$ cat src/rtl/sdiv_pkg.sv
package sdiv_pkg;
  typedef struct packed {
    logic n;
    logic z;
    logic v;
    logic c;
  } cc_t;

  localparam cc_t CC_DIV0 = '{n: 1'b0, z: 1'b1, v: 1'b1, c: 1'b1};
  localparam cc_t CC_OVF  = '{n: 1'b0, z: 1'b0, v: 1'b1, c: 1'b0};
endpackage

$ cat src/rtl/sdiv_mag.sv
module sdiv_mag #(
  parameter int W = 16
) (
  input  logic [W-1:0] val,
  output logic [W-1:0] mag,
  output logic         neg
);
  assign neg = val[W-1];
  assign mag = neg ? (~val + W'(1)) : val;
endmodule

$ cat src/rtl/sdiv_core.sv
module sdiv_core #(
  parameter int DVD_W = 32,
  parameter int DVS_W = 16
) (
  input  logic             clk,
  input  logic             rst,
  input  logic             load,
  input  logic [DVD_W-1:0] dvd_mag,
  input  logic [DVS_W-1:0] dvs_mag,
  output logic             run,
  output logic             fin,
  output logic [DVD_W-1:0] quo_mag,
  output logic [DVS_W-1:0] rem_mag
);
  localparam int CW = $clog2(DVD_W);

  logic [CW-1:0]    cnt;
  logic [DVS_W-1:0] dvs_r;
  logic [DVS_W:0]   partial;
  logic [DVS_W+1:0] diff;
  logic             take;
  logic [DVS_W-1:0] next_rem;

  // one restoring step: shift in the next dividend bit, try to subtract
  assign partial  = {rem_mag, quo_mag[DVD_W-1]};
  assign diff     = {1'b0, partial} - {2'b00, dvs_r};
  assign take     = ~diff[DVS_W+1];
  assign next_rem = take ? diff[DVS_W-1:0] : partial[DVS_W-1:0];

  always_ff @(posedge clk) begin
    if (rst) begin
      run     <= 1'b0;
      fin     <= 1'b0;
      cnt     <= '0;
      dvs_r   <= '0;
      quo_mag <= '0;
      rem_mag <= '0;
    end else begin
      fin <= 1'b0;
      if (load) begin
        run     <= 1'b1;
        cnt     <= '0;
        dvs_r   <= dvs_mag;
        quo_mag <= dvd_mag;
        rem_mag <= '0;
      end else if (run) begin
        quo_mag <= {quo_mag[DVD_W-2:0], take};
        rem_mag <= next_rem;
        cnt     <= cnt + CW'(1);
        if (cnt == CW'(DVD_W - 1)) begin
          run <= 1'b0;
          fin <= 1'b1;
        end
      end
    end
  end
endmodule

$ cat src/rtl/sdiv_fix.sv
module sdiv_fix
  import sdiv_pkg::*;
#(
  parameter int DVD_W = 32,
  parameter int DVS_W = 16
) (
  input  logic [DVD_W-1:0] quo_mag,
  input  logic [DVS_W-1:0] rem_mag,
  input  logic             q_neg,
  input  logic             r_neg,
  output logic [DVS_W-1:0] quo,
  output logic [DVS_W-1:0] rem,
  output logic             ovf,
  output cc_t              cc
);
  logic [DVS_W-1:0] q_low;

  // magnitude must fit in DVS_W-1 bits
  assign ovf   = |quo_mag[DVD_W-1:DVS_W-1];
  assign q_low = quo_mag[DVS_W-1:0];
  assign quo   = q_neg ? (~q_low + DVS_W'(1)) : q_low;
  assign rem   = r_neg ? (~rem_mag + DVS_W'(1)) : rem_mag;

  always_comb begin
    cc.n = quo[DVS_W-1];
    cc.z = (quo == '0);
    cc.v = 1'b0;
    cc.c = 1'b0;
  end
endmodule

$ cat src/rtl/sdiv_pair.sv
module sdiv_pair
  import sdiv_pkg::*;
#(
  parameter int DVD_W = 32,
  parameter int DVS_W = 16
) (
  input  logic             clk,
  input  logic             rst,
  input  logic             start,
  input  logic [DVD_W-1:0] dividend,
  input  logic [DVS_W-1:0] divisor,
  output logic             busy,
  output logic             done,
  output logic             wr_en,
  output logic [DVS_W-1:0] quotient,
  output logic [DVS_W-1:0] remainder,
  output logic [3:0]       flags
);
  logic [DVD_W-1:0] dvd_mag;
  logic [DVS_W-1:0] dvs_mag;
  logic             dvd_neg, dvs_neg;
  logic             run, fin;
  logic [DVD_W-1:0] quo_mag;
  logic [DVS_W-1:0] rem_mag;
  logic             q_neg_r, r_neg_r;
  logic [DVS_W-1:0] quo_fix, rem_fix;
  logic             ovf;
  cc_t              cc_fix;
  cc_t              cc_r;
  logic             accept, load, zero_hit;

  assign busy     = run | fin;
  assign accept   = start & ~busy;
  assign load     = accept & (divisor != '0);
  assign zero_hit = accept & (divisor == '0);

  sdiv_mag #(.W(DVD_W)) u_mag_dvd (.val(dividend), .mag(dvd_mag), .neg(dvd_neg));
  sdiv_mag #(.W(DVS_W)) u_mag_dvs (.val(divisor),  .mag(dvs_mag), .neg(dvs_neg));

  sdiv_core #(.DVD_W(DVD_W), .DVS_W(DVS_W)) u_core (
    .clk(clk), .rst(rst), .load(load),
    .dvd_mag(dvd_mag), .dvs_mag(dvs_mag),
    .run(run), .fin(fin),
    .quo_mag(quo_mag), .rem_mag(rem_mag)
  );

  sdiv_fix #(.DVD_W(DVD_W), .DVS_W(DVS_W)) u_fix (
    .quo_mag(quo_mag), .rem_mag(rem_mag),
    .q_neg(q_neg_r), .r_neg(r_neg_r),
    .quo(quo_fix), .rem(rem_fix), .ovf(ovf), .cc(cc_fix)
  );

  always_ff @(posedge clk) begin
    if (rst) begin
      q_neg_r   <= 1'b0;
      r_neg_r   <= 1'b0;
      done      <= 1'b0;
      wr_en     <= 1'b0;
      quotient  <= '0;
      remainder <= '0;
      cc_r      <= '0;
    end else begin
      done  <= 1'b0;
      wr_en <= 1'b0;
      if (load) begin
        q_neg_r <= dvd_neg ^ dvs_neg;
        r_neg_r <= dvd_neg;
      end
      if (zero_hit) begin
        done <= 1'b1;
        cc_r <= CC_DIV0;
      end else if (fin) begin
        done <= 1'b1;
        if (ovf) begin
          cc_r <= CC_OVF;
        end else begin
          wr_en     <= 1'b1;
          quotient  <= quo_fix;
          remainder <= rem_fix;
          cc_r      <= cc_fix;
        end
      end
    end
  end

  assign flags = cc_r;
endmodule

$ cat config.mk
export PLATFORM = sky130hd
export DESIGN_NAME = sdiv_pair
export DESIGN_NICKNAME = d
export VERILOG_FILES = /design/src/rtl/sdiv_pkg.sv /design/src/rtl/sdiv_mag.sv /design/src/rtl/sdiv_core.sv /design/src/rtl/sdiv_fix.sv /design/src/rtl/sdiv_pair.sv
export SDC_FILE = /design/constraint.sdc
export NUM_CORES = 1
export LEC_CHECK = 0
export ABC_AREA = 1
export CAP_MARGIN = 25
export CORE_MARGIN = 2
export CORE_UTILIZATION = 40
export DETAILED_ROUTE_END_ITERATION = 6
export PLACE_DENSITY_LB_ADDON = 0.25
export SLEW_MARGIN = 40
export SYNTH_ARGS = -nofsm -noshare
export SYNTH_HDL_FRONTEND = slang
export SYNTH_SLANG_ARGS = --single-unit
$ cat constraint.sdc
create_clock -name clk -period 2.6 [get_ports clk]
set_input_delay 0.26 -clock clk [delete_from_list [all_inputs] [get_ports clk]]
set_output_delay 0.26 -clock clk [all_outputs]
set_load 0.01 [all_outputs]
# Word-level counts from Yosys, hierarchy flattened
# Index checks and enable logic that the tools add are counted.
classes:
  n_reduce_logical: 11
  div_mod_pow: 0
  eq_ne: 1
  mul: 0
  shifts: 0
  muxes: 17
  n_lt_le_gt_ge: 0
  n_addsub: 6
  bitwise_logic: 15
op_table:
  columns: ["cell", "count"]
  rows:
  - ["32-bit 2-to-1 mux", 3]
  - ["16-bit 2-to-1 mux", 4]
  - ["16-bit by 1-bit adder with 16-bit output, second input constant", 3]
  - ["16-bit NOT", 3]
  - ["32-bit by 1-bit adder with 32-bit output, second input constant", 1]
  - ["16-bit zero test", 2]
  - ["32-bit NOT", 1]
  - ["17-bit by 16-bit subtractor with 18-bit output", 1]
  - ["17-bit OR reduction", 1]
  - ["16-bit nonzero test", 1]
  - ["1-bit 2-to-1 mux", 7]
  - ["3-bit 2-to-1 mux", 2]
  - ["1-bit NOT", 6]
  - ["3-bit OR reduction", 2]
  - ["5-bit by 1-bit adder with 5-bit output, second input constant", 1]
  - ["5-bit == test, second input constant", 1]
  - ["4-bit 2-to-1 mux", 1]
  - ["2-bit nonzero test", 2]
  - ["2-bit OR reduction", 2]
  - ["1-bit AND", 3]
  - ["3-bit AND reduction", 1]
  - ["1-bit bitwise OR", 1]
  - ["1-bit bitwise XOR", 1]
totals:
  out_inout_bits: 39
  latch_bits: 0
  register_bits: 111
  n_memories: 0
  inputBits: 51
  ramBits: 0
  wordCells: 66
  rom_bits: 0

# Depth between registers and ports, before layout
# Gate-level depths: netlist of run 1.
depth:
  depth_word: 7
  ltp_mapped: 14
  mapped_depth_nobuf: 13

# Modules after synthesis
# From an unflattened synthesis of run 1, not the netlist that was laid out.
hier_totals:
  cells_unflattened: 1337
  hier_area_um2: 8224.1
modules_own_cells:
  columns: ["module", "seq_area_each_um2", "cells_per_inst", "instances", "area_each_um2"]
  rows:
  - ["sdiv_core", 1421.4, 632, 1, 4184.0]
  - ["sdiv_pair", 800.8, 198, 1, 1544.0]
  - ["sdiv_mag (u_mag_dvd)", 0.0, 219, 1, 1046.0]
  - ["sdiv_fix", 0.0, 197, 1, 1014.7]
  - ["sdiv_mag (u_mag_dvs)", 0.0, 91, 1, 435.4]

# Least setup slack after synthesis of run 1
# OpenSTA, ideal clock, no wires.
synth_timing:
  path_kind: "reg-to-reg"
  start: "register u_core.rem_mag[7]"
  end: "register u_core.rem_mag[15]"
  path_buffers: 1
  setup_slack_ns: 0.716
  required_time_ns: 2.468
  arrival_ns: 1.752
  path_stages_with_launch: 12
  path_cell_list: "dfxtp_1 -> ha_1 -> inv_1 -> o21ai_0 -> nor2_1 -> nand2_1 -> nand2_1 -> nand3_1 -> buf_4 -> or2_2 -> nand3_1 -> a21oi_1"
synth_between:
  elab_chain_cells: 2
synth_rtl:
  columns: ["item", "line_no", "source"]
  rows:
  - ["start, declared", "sdiv_core.sv:13", "output logic [DVS_W-1:0] rem_mag"]
  - ["start signal, assigned", "sdiv_core.sv:48", "rem_mag <= next_rem;"]
  - ["17-bit by 16-bit subtractor with 18-bit output", "sdiv_core.sv:26", "assign diff = {1'b0, partial} - {2'b00, dvs_r};"]
  - ["16-bit 2-to-1 mux", "sdiv_core.sv:28", "assign next_rem = take ? diff[DVS_W-1:0] : partial[DVS_W-1:0];"]
# Every way passes these cells.
# A chain may end at the register's enable or synchronous reset.

# Worst setup path in the final report of run 1
layout_timing:
  start: "register u_core.dvs_r[8]"
  end: "register u_core.rem_mag[14]"
layout_between:
  elab_chain_cells: 2
layout_rtl:
  columns: ["item", "line_no", "source"]
  rows:
  - ["start, declared", "sdiv_core.sv:18", "logic [DVS_W-1:0] dvs_r;"]
  - ["start signal, assigned", "sdiv_core.sv:43", "dvs_r <= dvs_mag;"]
  - ["17-bit by 16-bit subtractor with 18-bit output", "sdiv_core.sv:26", null]
  - ["16-bit 2-to-1 mux", "sdiv_core.sv:28", null]
# Every way passes these cells.

==> results.cfg, run 1 <==
[power_and_ir_drop]
power.share.clock_pct = 29.7
switching_share_pct = 34.67
p_per_area_mw_per_mm2 = 528.5
combPwrFrac_pct = 30.5
p_seq_share_pct = 39.8
p_switching_uw = 1635
p_leak_uw = 0.003852
vdd_drop_max_mv = 0.3282
power.internal_uw = 3081

[synthesis]
synth_largest_area_cell = dfxtp_1
synth_area_mm2 = 0.007475
synth_flop_cell = dfxtp_1
ys_ff_latch = 111
synthCells = 1169
synth_top_area_share_pct = 29.73
synth_fp_nets = 1243
async_flop_share_pct = 0
synth_edf_count = 0
syn_avg_cell_area_um2 = 6.394
yosysUniqueCellTypes = 48
ys_seq_area_share_pct = 29.73
synth_area_leaders = dfxtp_1 (30%), nand2_1 (15%), nand3_1 (7.0%)
yosys_warnings = 0

[drt]
drc = 0
viasPerCell = 5.152
drt_pass1_iterations = 5
vias = 7625
totalWireLength_mm = 20.91
wire_per_inst_um = 14.13
antenna_left = 0
drt_iter0_markers = 536

[cts]
cts_tree = built
h-tree-depth = 3
clock_path_buffers = 2
ctsHoldBuffers = 0
cts_num_sinks = 111
post_cts_buffers = 0
path_clk_slew_ns = 0.07
cts-root-buf = clkbuf_16
cts-resized-gates = 0
clock_latency_ns = 0.35
cts_buffers = 9

[die]
start_util_pct = 41.19
die_h_um = 140.7
row_count = 49
io_pins = 90
dieArea_mm2 = 0.01980
die_w_um = 140.7
core_mm2 = 0.01815

[timing]
fmax_ghz = 0.4351
relSlewSlack_pct = 67.55
worst_slack_ns = 0.3018
setup_tns_ns = 0
period_share_pct = 88.39
period_minus_slack_ns = 2.298
rsz0062_at_grt = false
setup_viol = 0
finClkSkew_ns = 0.009273
tightestPinTransition_ns = 0.4868
hold_violations = 0
drv_slew = 0

[placement]
port_buffers = 89
place_hpwl_mm = 16.39
dpl.cell_count = 1464
gp_congestion = 0.9339
pre_cts_ws_ns = 0.1931

[worst_setup_path]
worstPathArrival_ns = 2.58
critPathLaunchType = flop
critical_path_depth = 12
max_stage_delay_ns = 0.35
path_buf_inv = 2
critPathKind = flop to flop
r2r_slack_ns = 0.30
reg2regPathDepth = 12
slowest_stage = dfxtp_1
crit_top_cell = nand2_1
end_kind = flop
crit_required_ns = 2.89
rr_endpoint = u_core.rem_mag[14]
crit_family = simple AND/OR/NAND/NOR gates
cp_cell_sequence = inv_1 > ha_1 > inv_1 > o21ai_0 > nor2_1 > nand2_1 > nand2_1 > nand3_1 > nand2_1 > o21ai_0 > o21ai_1 > a21oi_1
cp_max_fo = 6
reg2reg_from = u_core.dvs_r[8]

[run_status]
run_status = finished clean

[finish]
fin_nets = 1320
syn_to_final_growth_pct = 19.38
final_cells = 1480
final_layout_size_suffix_gt1_share_pct = 5.835
final_util_pct = 49.17
final_common_cell = nand2_1
antenna_cells = 0
final_cell_mix = nand2_1 (289), inv_1 (131), nor2_1 (115)

[grt]
antenna_found_initial = 0
grt_pass1_wl_mm = 34.24
grt_util_all_layers_pct = 21.10
overflow = 0
grt_pass1_vias = 6823
grt_max_degree = 49

[worst_hold_path]
hold_depth = 2
hp-class = primary input to flop
holdPathEnd = u_core.quo_mag[23]
hold_start = rst

[flow_run]
drv_cap = 0
==> state kept, by name, indices dropped and copies added, names as in the netlist <==
signal and cells:
u_core.quo_mag 32, quotient 16, remainder 16, u_core.dvs_r 16, u_core.rem_mag 16, u_core.cnt 5, flags 4, done 1
q_neg_r 1, r_neg_r 1, u_core.fin 1, u_core.run 1, wr_en 1
==> power groups by stage <==
stage | combinational (uW) | sequential (uW) | clock [uW]
floorplan | 1050 | 1880 | 0
global placement | 1420 | 1910 | 0
detailed placement | 1430 | 1910 | 0
CTS | 1430 | 1870 | 1440
global route | 1630 | 1890 | 1510
finish | 1440 | 1880 | 1400
==> per-layer routing <==
metal | wire length (um) | track usage (%)
met1 | 10670 | 31.17
met2 | 9092 | 32.37
met3 | 845 | 2.717
met4 | 301 | 5.632
met5 | 0 | 0
==> how the worst max path moves through the flow <==
| stage | from | to | slack [ns] |
|---|---|---|---|
| 6_report | u_core.dvs_r[8] | u_core.rem_mag[14] | 0.30 |
| 2_1_floorplan | u_core.rem_mag[7] | u_core.rem_mag[15] | 0.72 |
| 3_3_place_gp | dividend[0] | u_core.quo_mag[14] | 0.20 |
| 4_1_cts | u_core.rem_mag[6] | u_core.rem_mag[14] | 0.32 |
| 5_1_grt | u_core.rem_mag[6] | u_core.rem_mag[3] | 0.08 |
| 3_5_place_dp | dividend[0] | u_core.quo_mag[14] | 0.19 |
==> cell families after synthesis <==
group           Yosys count  share of synthesized area, %
simple gates            561                         32.41
compound gates          231                         17.04
xor+xnor                 56                         6.562
flops                   111                         29.73
buf+inv                 187                         10.31
fa+ha+maj                23                         3.950
==> cell usage after synthesis, types with 2 or more instances <==
cell	count
nand2_1	289
inv_1	131
nor2_1	115
dfxtp_1	111
nand3_1	104
o21ai_0	92
a21oi_1	82
xor2_1	44
clkbuf_1	25
ha_1	22
nand4_1	17
a31oi_1	16
xnor2_1	12
a21oi_2	11
buf_2	11
nor3_1	9
o211ai_1	8
o21ai_1	8
buf_6	6
inv_2	5
nand3b_1	5
or2_2	5
buf_1	4
o21bai_1	4
o31ai_1	3
a21o_1	2
buf_4	2
clkinv_1	2
nor2_4	2
nor4_1	2
o32ai_1	2
or2_1	2
==> layout make-up <==
type                       instances  area [um^2]
clock buffer                      10        229.0
fill                            1872         9224
sequential                       111         2222
timing repair buffer             114         1111
clock inverter                     6        68.82
multi-input combinational        871         4482
tap                              229        286.5
inverter                         139        524.3
==> worst register-to-register path, cell delays in order (launching register included) <==
cell     delay [ns]
dfxtp_1        0.35
inv_1          0.07
ha_1           0.34
inv_1          0.05
o21ai_0        0.31
nor2_1         0.14
nand2_1        0.09
nand2_1        0.05
nand3_1        0.23
nand2_1        0.22
o21ai_0        0.13
o21ai_1        0.11
a21oi_1        0.13
==> per-stage QoR <==
stage | total power (uW) | hold WS (ns) | instance area (um^2)
2_1_floorplan | 2928 | 0.3452 | 7475
5_1_grt | 5020 | 0.3262 | 8924
3_3_place_gp | 3336 | 0.4511 | 8626
6_report | 4716 | 0.3206 | 8924
3_5_place_dp | 3337 | 0.4574 | 8626
4_1_cts | 4748 | 0.3070 | 8924
Power figures use the tool's default switching activity.
==> run 2: changes to the inputs <==
TNS_END_PERCENT = 100   (was default)
==> results of run 2 <==
The final DEF is identical to that of run 1; final timing and power are the same.
==> run 3: changes to the inputs <==
REMOVE_ABC_BUFFERS = 1   (was default)
==> results.cfg, run 3 (synthesized netlist as in run 1, its figures left out) <==
[placement]
place_area_mm2 = 0.008608
port_buffers = 89
gp_congestion = 0.8791
place_hpwl_mm = 15.74
dpl.cell_count = 1465

[die]
io_pins = 90
core_mm2 = 0.01815
die_h_um = 140.7
die_w_um = 140.7
dieArea_mm2 = 0.01980
row_count = 49
start_util_pct = 41.19

[finish]
final_cells = 1481
syn_to_final_growth_pct = 19.74
largest_register = u_core.quo_mag
fin_area_mm2 = 0.008950
antenna_cells = 0
largest_reg_flops = 32
final_common_cell = nand2_1
final_cell_mix = nand2_1 (289), inv_1 (131), nor2_1 (115)
final_layout_size_suffix_gt1_share_pct = 6.070
fin_nets = 1321

[worst_setup_path]
rr_endpoint = u_core.rem_mag[14]
r2r_slack_ns = 0.40
reg2regPathDepth = 11
critPathLaunchType = flop
critPathKind = flop to flop
end_kind = flop
cp_max_fo = 4
reg2reg_from = u_core.quo_mag[31]
worstPathArrival_ns = 2.44
crit_required_ns = 2.84

[drt]
vias = 7574
antenna_left = 0
viasPerCell = 5.114
wire_per_inst_um = 13.80
drc = 0
drt_pass1_iterations = 5
drt_iter0_markers = 540
totalWireLength_mm = 20.43

[power_and_ir_drop]
vdd_drop_max_mv = 0.3559
p_leak_uw = 0.003873
p_per_area_mw_per_mm2 = 544.8

[cts]
cts-root-buf = clkbuf_16
cts_buffers = 9
clock_path_buffers = 2
cts_tree = built
h-tree-depth = 3
path_clk_slew_ns = 0.08
cts_num_sinks = 111
clock_latency_ns = 0.37

[grt]
antenna_found_initial = 0
grt_pass1_wl_mm = 34.05
grt_util_all_layers_pct = 20.83
overflow = 0
grt_max_degree = 53
grt_pass1_vias = 6926

[worst_hold_path]
hp-class = primary input to flop
hold_depth = 2
holdPathEnd = u_core.quo_mag[25]
hold_start = rst

[timing]
period_share_pct = 84.61
period_minus_slack_ns = 2.200
rsz0062_at_grt = false
drv_slew = 0
relSlewSlack_pct = 51.37
hold_violations = 0
setup_viol = 0
tightestPinTransition_ns = 0.7285
fmax_ghz = 0.4546
finClkSkew_ns = 0.01040

[run_status]
run_status = finished clean

[flow_run]
drv_cap = 0
-- run 3: changes by cell type in the layout (fill, tap and decap cells not counted), sizes merged --
cell	change
clkinv	-3
bufinv	+1
inv	+3
buf	+1
clkbuf	-1
-- run 3: final cells by class --
cell class | count | area (um^2)
clock inverter | 7 | 111.4
timing repair buffer | 115 | 1094
sequential | 111 | 2222
inverter | 139 | 524.3
clock buffer | 9 | 225.2
multi-input combinational | 871 | 4487
tap | 229 | 286.5
fill | 1878 | 9198
-- run 3: worst max path at each step --
stage                        from                  to  slack (ns)  depth (start not counted)
2_1_floorplan          u_core.run  u_core.quo_mag[14]       -0.25                          9
3_3_place_gp           divisor[0]  u_core.quo_mag[24]        0.17                         14
3_5_place_dp           divisor[0]             r_neg_r        0.11                         13
4_1_cts           u_core.dvs_r[8]  u_core.rem_mag[14]        0.25                         12
5_1_grt           u_core.dvs_r[8]   u_core.rem_mag[4]        0.17                         12
6_report       u_core.quo_mag[31]  u_core.rem_mag[14]        0.40                         11
-- run 3: stage by stage --
| stage | hold slack, ns | setup TNS, ns | util (%) | setup WS (ns) | total power [uW] |
|---|---|---|---|---|---|
| after floorplan | 0.3224 | -3.505 | - | -0.2542 | 2849 |
| after global placement | 0.4534 | 0 | 47.44 | 0.1742 | 3308 |
| after detailed placement | 0.4576 | 0 | 47.44 | 0.1099 | 3317 |
| after CTS | 0.2606 | 0 | 49.29 | 0.2469 | 4906 |
| after global routing | 0.2777 | 0 | 49.32 | 0.1669 | 5189 |
| final | 0.2611 | 0 | 49.32 | 0.4000 | 4876 |
-- run 3: layer usage --
metal / up-vias / share of wire (%) / GRT usage (%) / wire [um]
met5: - / 0 / 0 / 0
met3: 11 / 4.6 / 2.717 / 937
met2: 159 / 44 / 33.48 / 8978
li1: 3969 / - / - / -
met1: 3435 / 51 / 30.01 / 10330
met4: 0 / 0.92 / 4.316 / 187
-- run 3: where the power goes --
group | switching, uW | total, uW | internal, uW
Combinational | 880 | 1420 | 535
Clock | 712 | 1580 | 872
Sequential | 90.3 | 1880 | 1790
-- run 3: what timing repair did --
item,CTS,global route
hold buffers,0,0
gates resized for setup,0,1
buffers inserted,0,0
setup endpoints to repair,0,10
-- run 3: critical path, cell delays in order, from the launching register on --
cell      delay, ns
dfxtp_1        0.34
inv_2          0.09
ha_1           0.15
inv_1          0.07
fa_1           0.43
nand3_1        0.09
nand3_1        0.17
a21oi_1        0.28
nand3b_1       0.19
a21oi_1        0.08
o21ai_1        0.13
a21oi_1        0.07
